## src/rtl/vic_pkg.sv

```systemverilog
package vic_pkg;
  localparam int CODE_W = 12;
  localparam logic [CODE_W-1:0] CODE_NMI  = 12'h1C0;
  localparam logic [CODE_W-1:0] CODE_DBG  = 12'h5E0;
  localparam logic [CODE_W-1:0] BASE_LVL  = 12'h200;
  localparam logic [CODE_W-1:0] BASE_EXT  = 12'h600;
  localparam logic [CODE_W-1:0] BASE_DMA  = 12'h800;
  localparam logic [CODE_W-1:0] BASE_SER  = 12'h900;
  localparam logic [CODE_W-1:0] CODE_STEP = 12'h020;
endpackage

```

## src/rtl/vic_prio_regs.sv

```systemverilog
module vic_prio_regs #(
  parameter int NUM_EXT = 6,
  parameter int NUM_DMA = 4,
  parameter int NUM_SER = 4,
  parameter int LVL_W   = 4,
  parameter int DATA_W  = 16,
  localparam int NSRC   = 2 + NUM_EXT + NUM_DMA + NUM_SER
) (
  input  logic                          clk,
  input  logic                          rst,
  input  logic [1:0]                    reg_addr,
  input  logic                          reg_wr,
  input  logic [DATA_W-1:0]             reg_wdata,
  output logic [DATA_W-1:0]             reg_rdata,
  output logic [NSRC-1:0][LVL_W:0]      src_lvl
);
  localparam int FPR = DATA_W / LVL_W;
  localparam int HI_FIELDS = NUM_EXT - FPR;
  localparam logic [DATA_W-1:0] HI_MASK  = DATA_W'((1 << (HI_FIELDS * LVL_W)) - 1);
  localparam logic [DATA_W-1:0] FLD_ONES = DATA_W'((1 << LVL_W) - 1);
  localparam logic [DATA_W-1:0] GRP_MASK = (FLD_ONES << (3 * LVL_W)) | (FLD_ONES << LVL_W);
  localparam logic [LVL_W:0] NMI_LVL = (LVL_W+1)'(1 << LVL_W);
  localparam logic [LVL_W:0] DBG_LVL = NMI_LVL - 1'b1;

  logic [DATA_W-1:0] lo_q, hi_q, grp_q;

  always_ff @(posedge clk) begin
    if (rst) begin
      lo_q      <= '0;
      hi_q      <= '0;
      grp_q     <= '0;
      reg_rdata <= '0;
    end else begin
      case (reg_addr)
        2'd0:    reg_rdata <= lo_q;
        2'd1:    reg_rdata <= hi_q;
        2'd2:    reg_rdata <= grp_q;
        default: reg_rdata <= '0;
      endcase
      if (reg_wr) begin
        case (reg_addr)
          2'd0:    lo_q  <= reg_wdata;
          2'd1:    hi_q  <= reg_wdata & HI_MASK;
          2'd2:    grp_q <= reg_wdata & GRP_MASK;
          default: ;
        endcase
      end
    end
  end

  assign src_lvl[0] = NMI_LVL;
  assign src_lvl[1] = DBG_LVL;

  for (genvar i = 0; i < NUM_EXT; i++) begin : g_ext
    if (i < FPR) begin : g_lo
      assign src_lvl[2+i] = {1'b0, lo_q[i*LVL_W +: LVL_W]};
    end else begin : g_hi
      assign src_lvl[2+i] = {1'b0, hi_q[(i-FPR)*LVL_W +: LVL_W]};
    end
  end
  for (genvar i = 0; i < NUM_DMA; i++) begin : g_dma
    assign src_lvl[2+NUM_EXT+i] = {1'b0, grp_q[3*LVL_W +: LVL_W]};
  end
  for (genvar i = 0; i < NUM_SER; i++) begin : g_ser
    assign src_lvl[2+NUM_EXT+NUM_DMA+i] = {1'b0, grp_q[LVL_W +: LVL_W]};
  end
endmodule

```

## src/rtl/vic_arbiter.sv

```systemverilog
module vic_arbiter #(
  parameter int NSRC  = 16,
  parameter int LVL_W = 4,
  localparam int IDX_W = $clog2(NSRC)
) (
  input  logic [NSRC-1:0]             req,
  input  logic [NSRC-1:0][LVL_W:0]    lvl,
  input  logic [LVL_W-1:0]            mask,
  output logic                        win_valid,
  output logic [IDX_W-1:0]            win_idx,
  output logic [LVL_W:0]              win_lvl
);
  always_comb begin
    win_valid = 1'b0;
    win_idx   = '0;
    win_lvl   = '0;
    for (int i = NSRC - 1; i >= 0; i--) begin
      if (req[i] && (lvl[i] > {1'b0, mask}) && (lvl[i] >= win_lvl)) begin
        win_valid = 1'b1;
        win_idx   = IDX_W'(i);
        win_lvl   = lvl[i];
      end
    end
  end
endmodule

```

## src/rtl/vic_code_gen.sv

```systemverilog
module vic_code_gen
  import vic_pkg::*;
#(
  parameter int NUM_EXT = 6,
  parameter int NUM_DMA = 4,
  parameter int LVL_W   = 4,
  parameter int IDX_W   = 4
) (
  input  logic [IDX_W-1:0]   idx,
  input  logic [LVL_W:0]     lvl,
  output logic [CODE_W-1:0]  code_lvl,
  output logic [CODE_W-1:0]  code_src
);
  localparam int DMA_FIRST = 2 + NUM_EXT;
  localparam int SER_FIRST = DMA_FIRST + NUM_DMA;
  localparam int MAX_LVL   = (1 << LVL_W) - 1;

  always_comb begin
    if (idx == IDX_W'(0)) begin
      code_lvl = CODE_NMI;
      code_src = CODE_NMI;
    end else if (idx == IDX_W'(1)) begin
      code_lvl = CODE_DBG;
      code_src = CODE_DBG;
    end else begin
      code_lvl = BASE_LVL + CODE_W'(MAX_LVL - int'(lvl)) * CODE_STEP;
      if (int'(idx) < DMA_FIRST)
        code_src = BASE_EXT + CODE_W'(int'(idx) - 2) * CODE_STEP;
      else if (int'(idx) < SER_FIRST)
        code_src = BASE_DMA + CODE_W'(int'(idx) - DMA_FIRST) * CODE_STEP;
      else
        code_src = BASE_SER + CODE_W'(int'(idx) - SER_FIRST) * CODE_STEP;
    end
  end
endmodule

```

## src/rtl/vic_top.sv

```systemverilog
module vic_top
  import vic_pkg::*;
#(
  parameter int NUM_EXT = 6,
  parameter int NUM_DMA = 4,
  parameter int NUM_SER = 4,
  parameter int LVL_W   = 4,
  parameter int DATA_W  = 16
) (
  input  logic                 clk,
  input  logic                 rst,
  input  logic                 nmi_in,
  input  logic                 dbg_in,
  input  logic [NUM_EXT-1:0]   ext_in,
  input  logic [NUM_DMA-1:0]   dma_in,
  input  logic [NUM_SER-1:0]   ser_in,
  input  logic [LVL_W-1:0]     cpu_mask,
  input  logic                 int_ack,
  output logic                 int_req,
  output logic [CODE_W-1:0]    evt_code_lvl,
  output logic [CODE_W-1:0]    evt_code_src,
  input  logic [1:0]           reg_addr,
  input  logic                 reg_wr,
  input  logic [DATA_W-1:0]    reg_wdata,
  output logic [DATA_W-1:0]    reg_rdata
);
  localparam int NSRC  = 2 + NUM_EXT + NUM_DMA + NUM_SER;
  localparam int IDX_W = $clog2(NSRC);

  logic [NSRC-1:0][LVL_W:0] src_lvl;
  logic [NSRC-1:0]          src_req;
  logic                     cand_valid;
  logic [IDX_W-1:0]         win_idx;
  logic [LVL_W:0]           win_lvl;
  logic [CODE_W-1:0]        nxt_lvl_code, nxt_src_code;
  logic                     accept;

  assign src_req = {ser_in, dma_in, ext_in, dbg_in, nmi_in};
  assign accept  = int_ack && cand_valid;

  vic_prio_regs #(.NUM_EXT(NUM_EXT), .NUM_DMA(NUM_DMA), .NUM_SER(NUM_SER),
                  .LVL_W(LVL_W), .DATA_W(DATA_W)) u_regs (
    .clk(clk), .rst(rst), .reg_addr(reg_addr), .reg_wr(reg_wr),
    .reg_wdata(reg_wdata), .reg_rdata(reg_rdata), .src_lvl(src_lvl));

  vic_arbiter #(.NSRC(NSRC), .LVL_W(LVL_W)) u_arb (
    .req(src_req), .lvl(src_lvl), .mask(cpu_mask),
    .win_valid(cand_valid), .win_idx(win_idx), .win_lvl(win_lvl));

  vic_code_gen #(.NUM_EXT(NUM_EXT), .NUM_DMA(NUM_DMA), .LVL_W(LVL_W),
                 .IDX_W(IDX_W)) u_code (
    .idx(win_idx), .lvl(win_lvl), .code_lvl(nxt_lvl_code), .code_src(nxt_src_code));

  always_ff @(posedge clk) begin
    if (rst) begin
      int_req      <= 1'b0;
      evt_code_lvl <= '0;
      evt_code_src <= '0;
    end else begin
      int_req <= cand_valid;
      if (accept) begin
        evt_code_lvl <= nxt_lvl_code;
        evt_code_src <= nxt_src_code;
      end
    end
  end

  assert_clear_after_reset_R1: assert property (@(posedge clk) disable iff (rst)
    $past(rst) |-> (!int_req && evt_code_src == '0 && evt_code_lvl == '0));

  assert_full_mask_blocks_R4: assert property (@(posedge clk) disable iff (rst)
    (cpu_mask == '1 && !nmi_in) |=> !int_req);

  assert_nmi_code_R8: assert property (@(posedge clk) disable iff (rst)
    (int_ack && nmi_in) |=> (evt_code_src == CODE_NMI && evt_code_lvl == CODE_NMI));

  assert_hold_codes_R10: assert property (@(posedge clk) disable iff (rst)
    !(int_ack && cand_valid) |=> ($stable(evt_code_src) && $stable(evt_code_lvl)));
endmodule

```

## config.mk

```make
export PLATFORM = sky130hd
export DESIGN_NAME = vic_top
export DESIGN_NICKNAME = d
export VERILOG_FILES = /design/src/rtl/vic_pkg.sv /design/src/rtl/vic_prio_regs.sv /design/src/rtl/vic_arbiter.sv /design/src/rtl/vic_code_gen.sv /design/src/rtl/vic_top.sv
export SDC_FILE = /design/constraint.sdc
export NUM_CORES = 1
export LEC_CHECK = 0
export BUFFER_PORTS_ARGS = -buffer_cell sky130_fd_sc_hd__buf_2
export CAP_MARGIN = 30
export CORE_MARGIN = 8
export CORE_UTILIZATION = 42
export CTS_CLUSTER_SIZE = 28
export DETAILED_ROUTE_END_ITERATION = 8
export PLACE_DENSITY_LB_ADDON = 0.05
export SLEW_MARGIN = 20
export SYNTH_ARGS = -nofsm -noshare
export SYNTH_HDL_FRONTEND = slang
export SYNTH_SLANG_ARGS = --single-unit
```

## constraint.sdc

```tcl
create_clock -name clk -period 34.6 [get_ports clk]
set_input_delay 6.92 -clock clk [delete_from_list [all_inputs] [get_ports clk]]
set_output_delay 6.92 -clock clk [all_outputs]
set_load 0.02 [all_outputs]
```

Word level (Yosys, flattened, before mapping)

Index checks and enable logic that the tools add are counted.

Add/sub/neg operators: 8
Multipliers: 0
Divide/modulo/power cells: 0
Order comparisons: 28
Equal/unequal tests: 3
Shifts and indexed selects: 0
Multiplexer cells: 55
Bitwise operators: 0
Reductions and logical operators: 38

Operators by type and width:

| operator                                            | number |
|---|---|
| 2-to-1 mux 4 bit                                    | 31 |
| 2-to-1 mux 12 bit                                   | 6 |
| >= comparator 4 bit                                 | 13 |
| one-hot mux 16 bit (3 select lines)                 | 1 |
| logical AND 1 bit                                   | 33 |
| > comparator 4 bit                                  | 8 |
| adder 12 bit, first input constant                  | 2 |
| 2-to-1 mux 1 bit                                    | 16 |
| adder 10 x 12 -> 12 bit, first input constant       | 1 |
| adder 11 x 12 -> 12 bit, first input constant       | 1 |
| subtractor 4 x 4 -> 5 bit, second input constant    | 2 |
| < comparator 4 bit, second input constant           | 2 |
| AND reduction 2 bit                                 | 3 |
| subtractor 4 x 5 -> 6 bit, first input constant     | 1 |
| >= comparator 5 x 4 -> 1 bit, first input constant  | 1 |
| > comparator 5 x 4 -> 1 bit, first input constant   | 1 |
| 2-to-1 mux 5 bit                                    | 1 |
| subtractor 4 x 2 -> 5 bit, second input constant    | 1 |
| == test 4 x 1 -> 1 bit, second input constant       | 1 |
| >= comparator 4 x 1 -> 1 bit, second input constant | 1 |
| >= comparator 4 bit, first input constant           | 1 |
| > comparator 4 bit, first input constant            | 1 |
| logical NOT 4 bit                                   | 1 |
| == test 2 x 1 -> 1 bit, second input constant       | 1 |
| other kinds (2)                                     | 2 |

Register bits after elaboration: 73
Latch bits: 0
Bits in writable memories: 0
Memory bits (read-only): 0
Input port bits: 42
Output and inout bits: 41
Word-level logic and storage cells: 139
Memories kept: 0

Logic depth before layout (Yosys ltp)

Gate-level depths: netlist of the first run.

Depth in word-level cells: 55
Depth in mapped cells: 101
Mapped depth without buffers: 99

Cells and area by module

Synthesis of the first run repeated with hierarchy kept, for this count alone.

Cells, all modules: 1075
Area, all modules: 8821.0 sq um

Modules (own cells, without submodules):

| module        | instances | cells an instance | area each (sq um) | seq. area each (sq um) |
|---|---|---|---|---|
| vic_arbiter   | 1         | 695               | 5151.2            | 0.0 |
| vic_prio_regs | 1         | 227               | 2306.0            | 960.9 |
| vic_top       | 1         | 111               | 1063.5            | 500.5 |
| vic_code_gen  | 1         | 42                | 300.3             | 0.0 |

Worst setup path after synthesis of the first run

OpenSTA, ideal clock, no wires.

Path type: in2reg
Start: in cpu_mask[1]
End: reg evt_code_lvl[6]
Setup time: 0.116 ns
Arrival time: 26.207 ns
Required time: 34.484 ns
Setup slack: 8.277 ns
Stages: 98
Path buffers: 3
Cells stage by stage: inv_1 > ha_1 > nor2b_1 > o211a_1 > o21ai_1 > nor3_1 > ha_1 > nand2b_1 > a211o_1 > a21o_1 > a21oi_1 > nor3_1 > ha_1 > nand2b_1 > a211o_1 > a21o_1 > a221oi_1 > nor3_1 > [62 not listed] > a21o_1 > a21oi_1 > nor3_1 > inv_1 > mux2i_1 > ha_1 > a21o_1 > a21o_1 > a21oi_1 > or3_1 > clkbuf_1 > nand2_1 > nor2_1 > and2_1 > a41oi_4 > buf_6 > nand3_1 > o211a_1

Cells in the longest elaborated chain, start to end: 53
Elaborated cells on any way between the ends: 112
Those cells by class: add/sub (2); order compare (25); eq/ne (1); mux (50); reduce/logical (34)

Ends and longest elaborated chain:

| item                           | RTL line           | RTL |
|---|---|---|
| start: declaration             | vic_top.sv:17      | `input logic [LVL_W-1:0] cpu_mask,` |
| > comparator 4 bit             | vic_arbiter.sv:18  | `if (req[i] && (lvl[i] > {1'b0, mask}) && (lvl[i] >= win_lvl)) begin` |
| logical AND 1 bit (2 in a row) | vic_arbiter.sv:18  |  |
| 2-to-1 mux 4 bit               | vic_arbiter.sv:18  |  |
| >= comparator 4 bit            | vic_arbiter.sv:18  |  |
| logical AND 1 bit              | vic_arbiter.sv:18  |  |
| 2-to-1 mux 4 bit               | vic_arbiter.sv:18  |  |
| >= comparator 4 bit            | vic_arbiter.sv:18  |  |
| logical AND 1 bit              | vic_arbiter.sv:18  |  |
| [36 not listed]                | --                 |  |
| 2-to-1 mux 4 bit               | vic_arbiter.sv:18  |  |
| >= comparator 5 x 4 -> 1 bit   | vic_arbiter.sv:18  |  |
| logical AND 1 bit              | vic_arbiter.sv:18  |  |
| 2-to-1 mux 5 bit               | vic_arbiter.sv:18  |  |
| subtractor 4 x 5 -> 6 bit      | vic_code_gen.sv:26 | `code_lvl = BASE_LVL + CODE_W'(MAX_LVL - int'(lvl)) * CODE_STEP;` |
| adder 10 x 12 -> 12 bit        | vic_code_gen.sv:26 |  |
| 2-to-1 mux 12 bit              | vic_code_gen.sv:22 | `end else if (idx == IDX_W'(1)) begin` |
| 2-to-1 mux 12 bit              | vic_code_gen.sv:19 | `if (idx == IDX_W'(0)) begin` |
| end signal: assignment         | vic_top.sv:62      | `evt_code_lvl <= nxt_lvl_code;` |
| end: declaration               | vic_top.sv:20      | `output logic [CODE_W-1:0] evt_code_lvl,` |

Several ways; a longest one is shown, not always the timed one.
A chain may end at the register's enable or synchronous reset.

Worst setup path after layout of the first run

Same ends and word-level chain as after synthesis.

==> results.tsv, run 1 <==
stage	metric	value	unit
worst_hold_path	worst min-delay path class	flip-flop to flip-flop	
timing	Final Hold Viols	0	
timing	Worst Setup Slack, final	5.16	ns
synth	Mapped Avg Cell Area	8.13	um2
finish	final instance area	6120	um2
clock_network	Clock transition at path regs	0.05	ns
clock_network	clock root buffer	clkbuf_16	
clock_network	Post-CTS Setup Inserts	0	
drt	1st-iter DRT viols	281	
clock_network	worst skew pair latency	0.33	ns
floorplanning	IO Count	83	
timing	final hold slack	0.460	ns
critical_path	Worst path max stage delay	0.65	ns
place	pre-CTS setup slack	5.11	ns
floorplanning	die area	16600	um2
place	post-place instance area	5830	um2
finish	layout cells sized above 1	0.179	
synth	Yosys warnings	0	
global_route	Congestion Overflow GR	0	
finish	area of the multi-input gates	3820	um2
synth	cell area after synthesis	5350	um2
global_route	initial antenna violation count	0	
drt	vias after detailed routing	4954	
place	# port buffers	71	
clock_network	post-cts sizing count	0	
critical_path	family with the most delay on the worst path	compound AO/OA/AOI/OAI gates	
timing	Max Transition Viols Final	0	
timing	final setup fails	0	
clock_network	CTS Sinks	62	
critical_path	critical path's most frequent cell	ha_1	
place	Routability Congestion	0.826	
floorplanning	Core Region	12500	um2
critical_path	Setup crit start kind	input pin	
critical_path	Slowest-stage cell, CP	nor3_1	
clock_network	CTS tree	yes	
pwr	Leakage Power	0.00280	uW
critical_path	Crit path arrival time	29.67	ns
timing	post-route clock skew	0.00662	ns
critical_path	Crit Path Class	input pin to flip-flop	
timing	Max Clk Rate	0.0340	GHz
finish	Filler Cells Inserted	1286	
synth	register area share after synthesis	0.232	
floorplanning	Initial Utilization	0.427	
clock_network	cts hold-fix bufs	0	
drt	Residual DRC	0	
timing	min Tclk post-route	29.44	ns
drt	detailed-route wire length	15600	um
floorplanning	Die Wd	129	um
timing	Worst-Margin Slew	0.775	ns
critical_path	worst path bufs/invs	4	
synth	Syn Inst Count	658	
clock_network	CTS Buf Count	9	
job	max cap viols	0	
critical_path	CP max FO	15	
synth	EDFF count, synth	0	
finish	nets	835	
place	hpwl dp	12000	um
timing	slew margin rel.	0.479	
synth	post-synthesis cell type count	77	
global_route	largest net degree at the start of global routing	43	
finish	area delta synth->final	14.4	%
global_route	first-pass GRT wire length	25000	um
pwr	power per cell area	34.7	nW/um2
finish	commonest cells after routing, fill and taps aside	ha_1 (71), buf_2 (71), nand2_1 (69), dfxtp_1 (62), a21oi_1 (59)	
critical_path	required time worst endpoint	34.83	ns
synth	Most used DFF post-synth	dfxtp_1	
clock_network	CTS Buffer Depth	2	
finish	# diodes	0	
drt	post-route ant nets	0	
finish	register area	1240	um2
global_route	All-Layer GR Usage	0.190	
synth	asr flop ratio synth	0	
synth	Seq cells post-synth	62	
floorplanning	die height	129	um
timing	Fin Setup TNS	0	ns
floorplanning	Cell Rows	41	
pwr	Max VDD drop	0.0252	mV
drt	total iterations of the first detailed-routing run	4	
status	status	finished clean	
global_route	vias in the first global route	4947	
clock_network	H-Tree Level Count	3	
timing	RSZ-0062 raised after global routing	no	
drt	per-cell routed wire length	17.4	um
drt	Vias/cell	5.51	
timing	period utilization	0.851	
critical_path	crit end category	flip-flop	
## cells by family (layout without fill, tap and decap cells)
kind of cell / Yosys count / after routing / share of synthesized area
flip-flops: 62 / 62 / 0.232
AO/OA/AOI/OAI: 171 / 171 / 0.229
buffers and inverters: 76 / 135 / 0.0624
AND/OR/NAND/NOR: 232 / 232 / 0.223
multiplexers: 44 / 44 / 0.0849
adder cells (fa/ha/maj): 72 / 72 / 0.168
other: 1 / 11 / 0.000701
## registers in the layout, summed over array words and instances, names as in the netlist
signal	flops
u_regs.lo_q	16
int_req	1
evt_code_src	7
u_regs.reg_rdata	16
evt_code_lvl	6
u_regs.hi_q	8
u_regs.grp_q	8
## metal layers
metal | global-route usage | up-vias | routed length, um
li1 | - | 2498 | -
met1 | 0.248 | 2356 | 7470
met2 | 0.315 | 89 | 7290
met3 | 0.0397 | 11 | 725
met4 | 0.0394 | 0 | 122
met5 | 0 | - | 0
## power breakdown
part	leakage, uW	total (uW)	switching, uW	internal (uW)
registers	0.000505	77.3	2.96	74.3
logic	0.00215	47.8	28.7	19.1
clock network	0.000142	87.2	33.1	54.1
## cells in the mapped netlist (7+ instances only)
master | instances | area [um2]
nor3_1 | 22 | 110
o211a_1 | 8 | 80.1
inv_1 | 45 | 169
nand4_1 | 7 | 43.8
mux2i_1 | 36 | 360
a21oi_1 | 59 | 295
dfxtp_1 | 62 | 1240
buf_4 | 11 | 82.6
nand2b_1 | 20 | 125
a21o_1 | 15 | 113
nand2_1 | 69 | 259
nor2b_1 | 9 | 56.3
nor2_1 | 43 | 161
ha_1 | 71 | 888
and2_1 | 11 | 68.8
clkbuf_1 | 16 | 60.1
o211ai_1 | 7 | 52.6
o21ai_0 | 22 | 110
nand3_1 | 15 | 75.1
mux2_2 | 7 | 78.8
## cell type report
class | count | share of cell area
Timing Repair Buffer | 74 | 0.0638
Clock buffer | 13 | 0.0442
Tap cell | 172 | 0.0352
Inverter | 45 | 0.0276
Multi-Input combinational cell | 530 | 0.624
Sequential cell | 62 | 0.203
Clock inverter | 3 | 0.00286
## per-stage QoR
stage	total power (uW)	std cells	utilization
floorplan	113	668	-
global placement	125	881	0.464
detailed placement	126	882	0.465
CTS	214	898	0.488
global route	222	899	0.489
finish	212	899	0.489
## worst min-delay path, cell delays in order (launching register included)
cell and delay (ns):
dfxtp_1 0.31, nand2_1 0.05, o21ai_0 0.06
## path summary, 6_finish.rpt
check	startpoint	end	slack (ns)	depth (start not counted)
setup / recovery	cpu_mask[1]	evt_code_lvl[6]	5.16	97
hold / removal	evt_code_lvl[10]	evt_code_lvl[10]	0.46	2
setup reg to reg	u_regs.grp_q[5]	evt_code_lvl[6]	11.79	95
hold reg to reg	evt_code_lvl[10]	evt_code_lvl[10]	0.46	2
Power figures use the tool's default switching activity.
==> inputs of run 2 (changes only) <==
- PLACE_DENSITY_LB_ADDON: 0.05 -> not set
- SYNTH_HIERARCHICAL: not set -> 1
- clock period: 34.6 -> 31.4 ns (I/O delays scaled with it)
==> results.tsv, run 2 <==
stage	metric	value	unit
floorplanning	Initial Utilization	0.424	
finish	fin cells	1483	
critical_path	Setup crit start kind	input pin	
timing	Fin Setup TNS	0	ns
synth	Syn Inst Count	1075	
floorplanning	die height	161	um
synth	Synth Area in Compound Gates	0.255	
clock_network	clock root buffer	clkbuf_16	
worst_hold_path	HP Start	u_regs/lo_q[0]	
synth	register area share after synthesis	0.166	
floorplanning	Cell Rows	53	
critical_path	family with the most delay on the worst path	simple AND/OR/NAND/NOR gates	
drt	Vias/cell	5.39	
timing	Worst-Margin Slew	0.804	ns
worst_hold_path	Hold Path Cell Cnt	2	
clock_network	CTS Buf Count	9	
place	DP Cell Count	1441	
synth	Simple-Gate Fraction of Synth Area	0.209	
global_route	largest net degree at the start of global routing	80	
global_route	met2 Usage GRT	0.288	
drt	1st-iter DRT viols	384	
finish	commonest non-fill, non-tap cell in the layout	ha_1	
floorplanning	Die Wd	161	um
place	pre-CTS setup slack	-0.258	ns
place	hpwl dp	17900	um
drt	per-cell routed wire length	16.2	um
finish	# diodes	0	
place	Routability Congestion	0.882	
pwr	Final Power	629	uW
worst_hold_path	Hold Path End	u_regs/lo_q[0]	
critical_path	Worst path max stage delay	0.42	ns
status	status	finished clean	
timing	final setup fails	0	
pwr	power per cell area	59.2	nW/um2
pwr	Leakage Power	0.00483	uW
finish	commonest cells after routing, fill and taps aside	ha_1 (113), buf_4 (89), buf_2 (82), dfxtp_1 (73), nand2b_1 (70)	
synth	portion of netlist area occupied by mux cells	0.0899	
synth	largest family of logic cells by synthesized area	compound AO/OA/AOI/OAI gates	
timing	Max Clk Rate	0.0329	GHz
global_route	initial antenna violation count	0	
drt	detailed-route wire length	24000	um
clock_network	cts hold-fix bufs	0	
synth	commonest cells in the synthesized netlist	ha_1 (120), nand2b_1 (79), a21oi_1 (75)	
critical_path	worst path bufs/invs	11	
synth	Synth Area in XOR/XNOR	0.00298	
synth	Mapped Avg Cell Area	8.21	um2
synth	EDFF count, synth	0	
critical_path	RR Startpoint	u_regs/grp_q[7]	
critical_path	worst reg2reg path endpoint	evt_code_src[9]	
critical_path	Crit Path Class	input pin to flip-flop	
floorplanning	IO Count	83	
synth	cell area after synthesis	8820	um2
floorplanning	die area	25900	um2
synth	Most used DFF post-synth	dfxtp_1	
synth	Seq cells post-synth	73	
drt	Residual DRC	0	
critical_path	Crit path arrival time	30.67	ns
timing	Worst Setup Slack, final	1.00	ns
global_route	GRT Max-Usage Layer	met2	
clock_network	Clock transition at path regs	0.06	ns
timing	Max Transition Viols Final	0	
critical_path	CP max FO	5	
floorplanning	Core Region	20800	um2
clock_network	H-Tree Level Count	3	
synth	most frequent cell after synthesis	ha_1	
synth	area share of the largest cell type after synthesis	0.170	
global_route	met1 Use GR	0.236	
finish	final core occ	0.510	
place	# port buffers	82	
timing	slew margin rel.	0.463	
finish	Regs by FF count	u_regs/lo_q x16, u_regs/reg_rdata x16	
finish	layout cells sized above 1	0.296	
global_route	vias in the first global route	7489	
synth	main area contributors after synthesis	ha_1 (17%), dfxtp_1 (17%), mux2i_1 (6.7%)	
critical_path	Slowest-stage cell, CP	or3_1	
timing	min Tclk post-route	30.40	ns
critical_path	r2r setup slk	6.24	ns
synth	post-synthesis cell type count	105	
synth	Post-Synth Adder-Cell Area	0.175	
global_route	Congestion Overflow GR	0	
finish	nets	1365	
clock_network	CTS Sinks	73	
clock_network	CTS tree	yes	
job	max cap viols	0	
timing	post-route clock skew	0.00698	ns
global_route	All-Layer GR Usage	0.177	
synth	area leader, netlist	ha_1	
synth	Yosys warnings	6	
synth	asr flop ratio synth	0	
critical_path	required time worst endpoint	31.68	ns
worst_hold_path	worst min-delay path class	flip-flop to flip-flop	
finish	area delta synth->final	20.5	%
clock_network	worst skew pair latency	0.34	ns
timing	Final Hold Viols	0	
global_route	met3 usage	0.0274	
pwr	Max VDD drop	0.0354	mV
drt	post-route ant nets	0	
drt	vias after detailed routing	7997	
critical_path	Reg2Reg Depth	140	
critical_path	crit end category	flip-flop	
drt	total iterations of the first detailed-routing run	5	
timing	period utilization	0.968	
global_route	first-pass GRT wire length	38000	um
critical_path	critical path's most frequent cell	ha_1	
clock_network	CTS Buffer Depth	2	
## run 2: per-layer routing
metal	wire [um]	share of wire
met2	11300	0.47
met4	291	0.012
met3	794	0.033
met5	0	0
met1	11600	0.48
## run 2: area by class of cell
class                           count  area (um2)
Clock buffer                       11         233
Fill cell                        2021       10200
Clock inverter                      5        56.3
Tap cell                          275         344
Sequential cell                    73        1460
Inverter                           69         263
Multi-Input combinational cell    874        7130
Timing Repair Buffer              176        1140
## run 2: how the worst max path moves through the flow
stage                           start               end  slack, ns  cells after the start
final                     cpu_mask[2]   evt_code_src[9]       1.00                    142
after detailed placement  cpu_mask[2]  evt_code_src[10]      -0.26                    138
after CTS                 cpu_mask[2]  evt_code_src[10]       0.03                    139
after global routing      cpu_mask[2]   evt_code_src[7]      -0.24                    144
after global placement    cpu_mask[2]  evt_code_src[10]       0.11                    141
after floorplan           cpu_mask[2]  evt_code_src[10]       0.03                    138
## run 2: power by group
part / total, uW / switching, uW / internal, uW
sequential: 109 / 6.43 / 102
clock: 102 / 40.8 / 61.4
combinational: 418 / 216 / 202
## run 2: cells by family (layout without fill, tap and decap cells)
group,Yosys count,in the layout
buf+inv,160,261
compound gates,306,306
simple gates,330,330
fa+ha+maj,124,124
mux,76,76
other cells,3,35
xor+xnor,3,3
flops,73,73
## run 2: worst register-to-register path: cells and delay by family, from the launching register on
family          cells  cell delay (ns)
compound gates     45             6.86
fa+ha+maj          18             4.85
buf+inv             9             0.94
flops               1             0.84
mux                11             3.29
simple gates       57             8.32
## run 2: what timing repair did
item,CTS,global route
buffers inserted,0,26
gates resized for setup,0,107
setup endpoints to repair,0,25
## run 2: per-stage QoR
step	cell area (um2)	hold slack [ns]
6_report	10600	0.496
5_1_grt	10600	0.512
4_1_cts	9950	0.494
3_5_place_dp	9660	0.486
3_3_place_gp	9660	0.476
2_1_floorplan	9020	0.461
